### src/rtl/aux_seq_pkg.sv
package aux_seq_pkg;
  typedef enum logic [3:0] {
    S_IDLE, S_CLR, S_FILL, S_LAUNCH, S_WAIT_EN, S_WAIT_RPLY, S_CHECK, S_COPY, S_NEXT
  } seq_state_e;

  localparam logic [1:0] ERR_NONE = 2'd0;
  localparam logic [1:0] ERR_EN   = 2'd1;
  localparam logic [1:0] ERR_RPLY = 2'd2;
  localparam logic [1:0] ERR_ACC  = 2'd3;

  localparam int ADDR_W = 20;
  localparam logic CMD_NATIVE = 1'b1;
endpackage

### src/rtl/aux_tick_gen.sv
module aux_tick_gen #(
  parameter int TICK_DIV = 24000
) (
  input  logic clk_i,
  input  logic rst_ni,
  output logic tick_o
);
  localparam int CNT_W = (TICK_DIV > 1) ? $clog2(TICK_DIV) : 1;
  logic [CNT_W-1:0] cnt_q;

  assign tick_o = (cnt_q == CNT_W'(TICK_DIV - 1));

  always_ff @(posedge clk_i or negedge rst_ni) begin
    if (!rst_ni)     cnt_q <= '0;
    else if (tick_o) cnt_q <= '0;
    else             cnt_q <= cnt_q + 1'b1;
  end
endmodule

### src/rtl/aux_wait_timer.sv
module aux_wait_timer #(
  parameter int W = 5
) (
  input  logic         clk_i,
  input  logic         rst_ni,
  input  logic         restart_i,
  input  logic         tick_i,
  input  logic [W-1:0] limit_i,
  output logic         expired_o
);
  logic [W-1:0] cnt_q;

  assign expired_o = (cnt_q >= limit_i);

  always_ff @(posedge clk_i or negedge rst_ni) begin
    if (!rst_ni)                    cnt_q <= '0;
    else if (restart_i)             cnt_q <= '0;
    else if (tick_i && !expired_o)  cnt_q <= cnt_q + 1'b1;
  end
endmodule

### src/rtl/aux_cmd_pack.sv
module aux_cmd_pack
  import aux_seq_pkg::*;
#(
  parameter int IDX_W = 4
) (
  input  logic [ADDR_W-1:0] addr_i,
  input  logic [IDX_W-1:0]  last_idx_i,
  input  logic              rd_i,
  output logic [7:0]        addr_lo_o,
  output logic [7:0]        addr_mid_o,
  output logic [3:0]        addr_hi_o,
  output logic [7:0]        cmd_o
);
  logic [3:0] len_fld;

  generate
    if (IDX_W < 4) begin : g_narrow
      assign len_fld = {{(4 - IDX_W){1'b0}}, last_idx_i};
    end else begin : g_full
      assign len_fld = last_idx_i[3:0];
    end
  endgenerate

  assign addr_lo_o  = addr_i[7:0];
  assign addr_mid_o = addr_i[15:8];
  assign addr_hi_o  = addr_i[19:16];
  assign cmd_o      = {len_fld, CMD_NATIVE, 2'b00, rd_i};
endmodule

### src/rtl/aux_xfer_seq.sv
module aux_xfer_seq
  import aux_seq_pkg::*;
#(
  parameter int LEN_W     = 10,
  parameter int CHUNK_MAX = 16,
  parameter int MAX_TRIES = 10,
  parameter int TICK_DIV  = 24000,
  parameter int EN_TMO    = 20,
  parameter int RPLY_TMO  = 10,
  localparam int IDX_W    = $clog2(CHUNK_MAX)
) (
  input  logic              clk_i,
  input  logic              rst_ni,
  input  logic              start_i,
  input  logic              rd_i,
  input  logic [19:0]       addr_i,
  input  logic [LEN_W-1:0]  len_i,
  input  logic [7:0]        wdata_i,
  output logic [LEN_W-1:0]  wbyte_idx_o,
  output logic [7:0]        rdata_o,
  output logic [LEN_W-1:0]  rd_idx_o,
  output logic              rd_vld_o,
  output logic              busy_o,
  output logic              done_o,
  output logic              err_o,
  output logic [1:0]        err_code_o,
  output logic              buf_clr_o,
  output logic              buf_we_o,
  output logic [IDX_W-1:0]  buf_idx_o,
  output logic [7:0]        buf_wdata_o,
  input  logic [7:0]        buf_rdata_i,
  output logic [7:0]        addr_lo_o,
  output logic [7:0]        addr_mid_o,
  output logic [3:0]        addr_hi_o,
  output logic [7:0]        cmd_o,
  output logic              launch_o,
  input  logic              en_busy_i,
  input  logic              reply_i,
  output logic              reply_clr_o,
  input  logic              acc_err_i,
  output logic              acc_err_clr_o,
  input  logic [3:0]        rply_stat_i
);
  localparam int TRY_W = (MAX_TRIES > 1) ? $clog2(MAX_TRIES) : 1;
  localparam int TMO_W = $clog2(((EN_TMO > RPLY_TMO) ? EN_TMO : RPLY_TMO) + 1);

  seq_state_e        st_q;
  logic [ADDR_W-1:0] addr_q;
  logic [LEN_W-1:0]  rem_q, off_q, chunk_len;
  logic [IDX_W-1:0]  bidx_q, last_idx;
  logic [TRY_W-1:0]  tries_q;
  logic              rd_q, done_q, err_q;
  logic [1:0]        code_q;
  logic              tick, tmo_restart, tmo_exp;
  logic [TMO_W-1:0]  tmo_limit;
  logic              fail_now;
  logic [1:0]        fail_code;

  // chunk sizing
  assign chunk_len = (rem_q >= LEN_W'(CHUNK_MAX)) ? LEN_W'(CHUNK_MAX) : rem_q;
  assign last_idx  = (rem_q >= LEN_W'(CHUNK_MAX)) ? IDX_W'(CHUNK_MAX - 1)
                                                  : IDX_W'(rem_q - 1'b1);

  aux_tick_gen #(.TICK_DIV(TICK_DIV)) u_tick (
    .clk_i(clk_i), .rst_ni(rst_ni), .tick_o(tick)
  );

  assign tmo_restart = (st_q == S_LAUNCH) || (st_q == S_WAIT_EN && !en_busy_i);
  assign tmo_limit   = (st_q == S_WAIT_EN) ? TMO_W'(EN_TMO) : TMO_W'(RPLY_TMO);

  aux_wait_timer #(.W(TMO_W)) u_tmo (
    .clk_i(clk_i), .rst_ni(rst_ni), .restart_i(tmo_restart), .tick_i(tick),
    .limit_i(tmo_limit), .expired_o(tmo_exp)
  );

  aux_cmd_pack #(.IDX_W(IDX_W)) u_cmd (
    .addr_i(addr_q), .last_idx_i(last_idx), .rd_i(rd_q),
    .addr_lo_o(addr_lo_o), .addr_mid_o(addr_mid_o), .addr_hi_o(addr_hi_o),
    .cmd_o(cmd_o)
  );

  // attempt failure classification
  always_comb begin
    fail_now  = 1'b0;
    fail_code = ERR_NONE;
    unique case (st_q)
      S_WAIT_EN: if (en_busy_i && tmo_exp) begin
        fail_now = 1'b1; fail_code = ERR_EN;
      end
      S_WAIT_RPLY: if (!reply_i && tmo_exp) begin
        fail_now = 1'b1; fail_code = ERR_RPLY;
      end
      S_CHECK: if (acc_err_i || (rply_stat_i != 4'd0)) begin
        fail_now = 1'b1; fail_code = ERR_ACC;
      end
      default: ;
    endcase
  end

  always_ff @(posedge clk_i or negedge rst_ni) begin
    if (!rst_ni) begin
      st_q    <= S_IDLE;
      addr_q  <= '0;
      rem_q   <= '0;
      off_q   <= '0;
      bidx_q  <= '0;
      tries_q <= '0;
      rd_q    <= 1'b0;
      done_q  <= 1'b0;
      err_q   <= 1'b0;
      code_q  <= ERR_NONE;
    end else begin
      done_q <= 1'b0;
      err_q  <= 1'b0;
      if (fail_now) begin
        code_q <= fail_code;
        if (tries_q == TRY_W'(MAX_TRIES - 1)) begin
          err_q <= 1'b1;
          st_q  <= S_IDLE;
        end else begin
          tries_q <= tries_q + 1'b1;
          st_q    <= S_CLR;
        end
      end else begin
        unique case (st_q)
          S_IDLE: if (start_i) begin
            addr_q  <= addr_i;
            rem_q   <= len_i;
            off_q   <= '0;
            rd_q    <= rd_i;
            tries_q <= '0;
            code_q  <= ERR_NONE;
            if (len_i == '0) done_q <= 1'b1;
            else             st_q   <= S_CLR;
          end
          S_CLR: begin
            bidx_q <= '0;
            st_q   <= rd_q ? S_LAUNCH : S_FILL;
          end
          S_FILL: begin
            if (bidx_q == last_idx) st_q <= S_LAUNCH;
            else                    bidx_q <= bidx_q + 1'b1;
          end
          S_LAUNCH:    st_q <= S_WAIT_EN;
          S_WAIT_EN:   if (!en_busy_i) st_q <= S_WAIT_RPLY;
          S_WAIT_RPLY: if (reply_i) st_q <= S_CHECK;
          S_CHECK: begin
            bidx_q <= '0;
            st_q   <= rd_q ? S_COPY : S_NEXT;
          end
          S_COPY: begin
            if (bidx_q == last_idx) st_q <= S_NEXT;
            else                    bidx_q <= bidx_q + 1'b1;
          end
          S_NEXT: begin
            addr_q  <= addr_q + ADDR_W'(chunk_len);
            off_q   <= off_q + chunk_len;
            rem_q   <= rem_q - chunk_len;
            tries_q <= '0;
            if (rem_q == chunk_len) begin
              done_q <= 1'b1;
              st_q   <= S_IDLE;
            end else begin
              st_q <= S_CLR;
            end
          end
          default: st_q <= S_IDLE;
        endcase
      end
    end
  end

  assign busy_o        = (st_q != S_IDLE);
  assign done_o        = done_q;
  assign err_o         = err_q;
  assign err_code_o    = code_q;
  assign buf_clr_o     = (st_q == S_CLR);
  assign buf_we_o      = (st_q == S_FILL);
  assign buf_idx_o     = bidx_q;
  assign buf_wdata_o   = wdata_i;
  assign wbyte_idx_o   = off_q + LEN_W'(bidx_q);
  assign launch_o      = (st_q == S_LAUNCH);
  assign reply_clr_o   = (st_q == S_WAIT_RPLY) && reply_i;
  assign acc_err_clr_o = (st_q == S_CHECK) && acc_err_i;
  assign rd_vld_o      = (st_q == S_COPY);
  assign rdata_o       = buf_rdata_i;
  assign rd_idx_o      = off_q + LEN_W'(bidx_q);
endmodule

### config.mk
export PLATFORM = sky130hd
export DESIGN_NAME = aux_xfer_seq
export DESIGN_NICKNAME = d
export VERILOG_FILES = /design/src/rtl/aux_seq_pkg.sv /design/src/rtl/aux_tick_gen.sv /design/src/rtl/aux_wait_timer.sv /design/src/rtl/aux_cmd_pack.sv /design/src/rtl/aux_xfer_seq.sv
export SDC_FILE = /design/constraint.sdc
export NUM_CORES = 1
export LEC_CHECK = 0
export ABC_CLOCK_PERIOD_IN_PS = 7200
export BUFFER_PORTS_ARGS = -buffer_cell sky130_fd_sc_hd__buf_2
export CORE_MARGIN = 2
export CORE_UTILIZATION = 45
export DETAILED_ROUTE_END_ITERATION = 10
export HOLD_SLACK_MARGIN = 0.05
export PLACE_DENSITY = 0.8
export SYNTH_ARGS = -nofsm -noshare
export SYNTH_HDL_FRONTEND = slang
export SYNTH_SLANG_ARGS = --single-unit
### constraint.sdc
create_clock -name clk_i -period 7.2 [get_ports clk_i]
set_input_delay 1.44 -clock clk_i [delete_from_list [all_inputs] [get_ports clk_i]]
set_output_delay 1.44 -clock clk_i [all_outputs]
set_load 0.005 [all_outputs]
==> impl_table.tex <==
\begin{tabular}{lr}
\hline
Metric & Value \\
\hline
\multicolumn{2}{l}{\textbf{Run status}} \\
Outcome & complete, no violations \\
\multicolumn{2}{l}{\textbf{Placed design}} \\
Detail Placement HPWL & approximately 9600 um \\
Inst Count DP & 800 \\
Placer's final routability congestion estimate & 0.9164 \\
Area of placed instances & between 0.005 and 0.006 mm\^{}2 \\
Number of buffer cells added on primary ports & 100 \\
\multicolumn{2}{l}{\textbf{GRT}} \\
Global Route met1 Usage & roughly 26\% \\
Overflow after GRT & 0 \\
Largest net degree at the start of global routing & between 70 and 80 \\
Grt met2 use & roughly a third \\
Total track usage & between 20\% and 30\% \\
Antenna violations before repair & 0 \\
Number of global-route vias before repair & 4547 \\
Wire length of the first global-routing pass & 21020 um \\
Grt met3 use & 5.022\% \\
Most heavily used metal layer in global routing & met2 \\
\multicolumn{2}{l}{\textbf{Critical path}} \\
Category of the worst setup path capture point & register \\
Max stage delay cell, worst path & or4\_4 \\
Setup slack of the worst register-to-register path & approximately 3.3 ns \\
Cell mode on critical path & o21ai\_0 \\
Data arrival, critical path & 4.13 ns \\
Maximum fanout count along the critical path & 14 \\
Critical path required time & 7.41 ns \\
Highest cell delay on the worst timing path & $\sim$0.57 ns \\
Cell-by-cell listing of the critical path & or4\_4, nor3\_4, inv\_2, nor2\_1, ha\_1, inv\_1, fa\_1, nor2b\_1, o21a\_1, o21ai\_0, a21oi\_1, a31o\_2, a31oi\_1, o21ai\_0, o211ai\_1 \\
Critical path class & reg -> reg \\
CP startpoint kind & register \\
\multicolumn{2}{l}{\textbf{Clock network}} \\
Sinks on Clock Net & 77 \\
Number of levels the H-tree was split into & 3 \\
Library cell used as clock root buffer & clkbuf\_16 \\
Later-pin clock latency in the skew report & 0.34 ns \\
Maximum root-to-sink buffer count & 2 \\
Setup Buffers After CTS & 0 \\
Number of resized instances in the post-cts repair step & 0 \\
CTS clk-pin slew, worst paths & 0.06 ns \\
Clock tree from TritonCTS & yes \\
Total clock buffers created by CTS & 9 \\
Hold buffer count at CTS & 0 \\
\multicolumn{2}{l}{\textbf{Synth}} \\
Count of flip-flops with a built-in enable after synthesis & 0 \\
Share of the yosys chip area belonging to registers & 36.36\% \\
Post-synthesis cell count & between 500 and 600 \\
Synthesized area per cell & 8.863 um\^{}2 \\
Most common flop cell mapped by yosys & dfrtp\_1 \\
Number of library cell types mapped by synthesis & 64 \\
Number of register bits inferred by synthesis & a little under 80 \\
Fraction of registers with async set/reset & 100.0\% \\
Library cell occupying the most area in the post-synthesis netlist & dfrtp\_1 \\
Most frequent cells after synthesis & dfrtp\_1 (77), o21ai\_0 (54), nand2\_1 (52), nor2\_1 (45), ha\_1 (34) \\
Post-synthesis instance area & 0.005300 mm\^{}2 \\
Most used standard cell by instance count after synthesis & dfrtp\_1 \\
Fraction of post-synthesis cell area in the top cell type by area & approximately 36\% \\
Top post-synthesis cells by area & dfrtp\_1 (36\%), ha\_1 (8.0\%), xor2\_1 (5.5\%), o21ai\_0 (5.1\%), buf\_4 (4.2\%) \\
Syn. warnings & 0 \\
\multicolumn{2}{l}{\textbf{STA}} \\
Number of endpoints with negative hold slack in the final report & 0 \\
Slew of the pin with the lowest slew margin & 1.137 ns \\
Unrepaired setup endpoints after global routing & no \\
Post-layout minimum cycle time & 3.919 ns \\
Final period utilization & 54.43\% \\
Post-route clock skew & between 0.008 and 0.009 ns \\
Setup violators final & 0 \\
Number of max-slew violations in the final report & 0 \\
Highest clock frequency the design can meet & $\sim$0.26 GHz \\
Setup\_tns & 0 ns \\
Slew HR & between 20\% and 30\% \\
\multicolumn{2}{l}{\textbf{Drt}} \\
Remaining number of nets flagged by the antenna check after routing & 0 \\
Via total after detailed routing & 4657 \\
Drt initial violations & 285 \\
First drt pass iteration count & 4 \\
Ratio of routed vias to standard cells & 5.707 \\
DRC violations left & 0 \\
Average detailed-routed wire length per instance & approximately 16 um \\
Final wirelength & 12800 um \\
\multicolumn{2}{l}{\textbf{Cells and area}} \\
Share of the core filled with cells in the final layout & 52.64\% \\
Fraction of final layout cells with drive strength greater than 1 & 19.76\% \\
Fin nets & 762 \\
Non-filler cells, final & 816 \\
Count of filler cells inserted in the layout & 1020 \\
Area Overhead vs Synth & 13.88\% \\
Ant diodes & 0 \\
Post-Layout Inst Area & 0.006036 mm\^{}2 \\
\multicolumn{2}{l}{\textbf{Floorplanning}} \\
Starting density of the core & 46.22\% \\
Site Rows & 39 \\
Total die area & about 0.013 mm\^{}2 \\
Die boundary width & 112.5 um \\
IO Pins & 136 \\
Vertical extent of the die & 112.5 um \\
Total core area & $\sim$0.011 mm\^{}2 \\
\multicolumn{2}{l}{\textbf{Power}} \\
Pleak & 2.925 nW \\
Max rail drop VDD & 187.9 uV \\
Total Power Consumption & 2.387 mW \\
Power per unit of standard cell area & 395.5 mW/mm\^{}2 \\
\multicolumn{2}{l}{\textbf{Run}} \\
Total of max-cap violations & 0 \\
\multicolumn{2}{l}{\textbf{Min path}} \\
Tightest Hold Check Type & reg -> reg \\
\hline
\end{tabular}
## state kept, by name (all words and copies together) (netlist names)
name and cells:
err_o 1, u_tmo.cnt_q 5, addr_q 20, rem_q 10, off_q 10, st_q 4, err_code_o 2, rd_q 1
u_tick.cnt_q 15, buf_idx_o 4, done_o 1, tries_q 4
## metal layers
layer  vias to the layer above  share of wire (%)
met3                        21                5.9
met2                       158                 49
met1                      2252                 43
met4                         0                1.9
li1                       2226                  -
met5                         -                  0
## metrics by stage
step	hold WS, ns	setup WS, ns
2_1_floorplan	0.4380	3.758
3_3_place_gp	0.4580	3.560
3_5_place_dp	0.4749	3.325
4_1_cts	0.4847	3.304
5_1_grt	0.5129	2.966
6_report	0.4793	3.281
## final timing paths
check,startpoint,cells past startpoint,to
worst max-delay path,rem_q[6]$_DFFE_PN0P_,15,addr_q[18]$_DFFE_PN0P_
worst min-delay path,u_tick.cnt_q[4]$_DFF_PN0_,1,u_tick.cnt_q[4]$_DFF_PN0_
worst max register to register,rem_q[6]$_DFFE_PN0P_,15,addr_q[18]$_DFFE_PN0P_
worst min register to register,u_tick.cnt_q[4]$_DFF_PN0_,1,u_tick.cnt_q[4]$_DFF_PN0_
max in group asynchronous,rst_ni,1,addr_q[0]$_DFFE_PN0P_
min in group asynchronous,rst_ni,1,err_o$_DFF_PN0_
## final cells by class
| cell class | instances | area (um^2) | share of cell area [%] |
|---|---|---|---|
| Clock buffer | 13 | 270.3 | 4.478 |
| Timing Repair Buffer | 101 | 510.5 | 8.458 |
| Multi-Input combinational cell | 450 | 2998 | 49.67 |
| Inverter | 29 | 108.9 | 1.803 |
| Clock inverter | 3 | 42.54 | 0.7048 |
| Tap cell | 143 | 178.9 | 2.964 |
| Sequential cell | 77 | 1927 | 31.92 |
## placed cells by master, fill, tap and decap left out, drive strengths merged, types with 15 or more instances in the layout
| cell | Yosys | routed |
|---|---|---|
| nor2 | 45 | 45 |
| o21ai | 58 | 58 |
| ha | 34 | 34 |
| xnor2 | 17 | 17 |
| inv | 29 | 29 |
| nor3 | 15 | 15 |
| xor2 | 33 | 33 |
| dfrtp | 77 | 77 |
| nand3 | 18 | 18 |
| a21oi | 24 | 24 |
| buf | 32 | 101 |
| a22oi | 19 | 19 |
| nand2 | 53 | 53 |
## power by group
group,internal (mW),leakage [nW],total (mW),switching [mW]
clock network,0.296,0.152,0.469,0.173
registers,0.570,0.993,0.784,0.214
logic,0.517,1.78,1.13,0.616
## cell families (layout without fill, tap and decap cells)
family	Yosys count	count (layout)	synth area share, %
other	2	13	0.1417
muxes	5	5	0.9679
buffers and inverters	82	146	7.932
AOI/OAI and AO/OA	159	159	19.48
DFF	77	77	36.36
xor gates and xnor gates	51	51	8.687
and+or+nand+nor	185	185	17.28
adders and majority gates	37	37	9.160
## worst max-delay path, delay by kind of cell (launching register included)
family | cells | cell delay, ns
buffers and inverters | 2 | 0.23
and+or+nand+nor | 4 | 1.33
DFF | 1 | 0.42
adders and majority gates | 2 | 0.61
AOI/OAI and AO/OA | 7 | 1.18
Power figures use the tool's default switching activity.
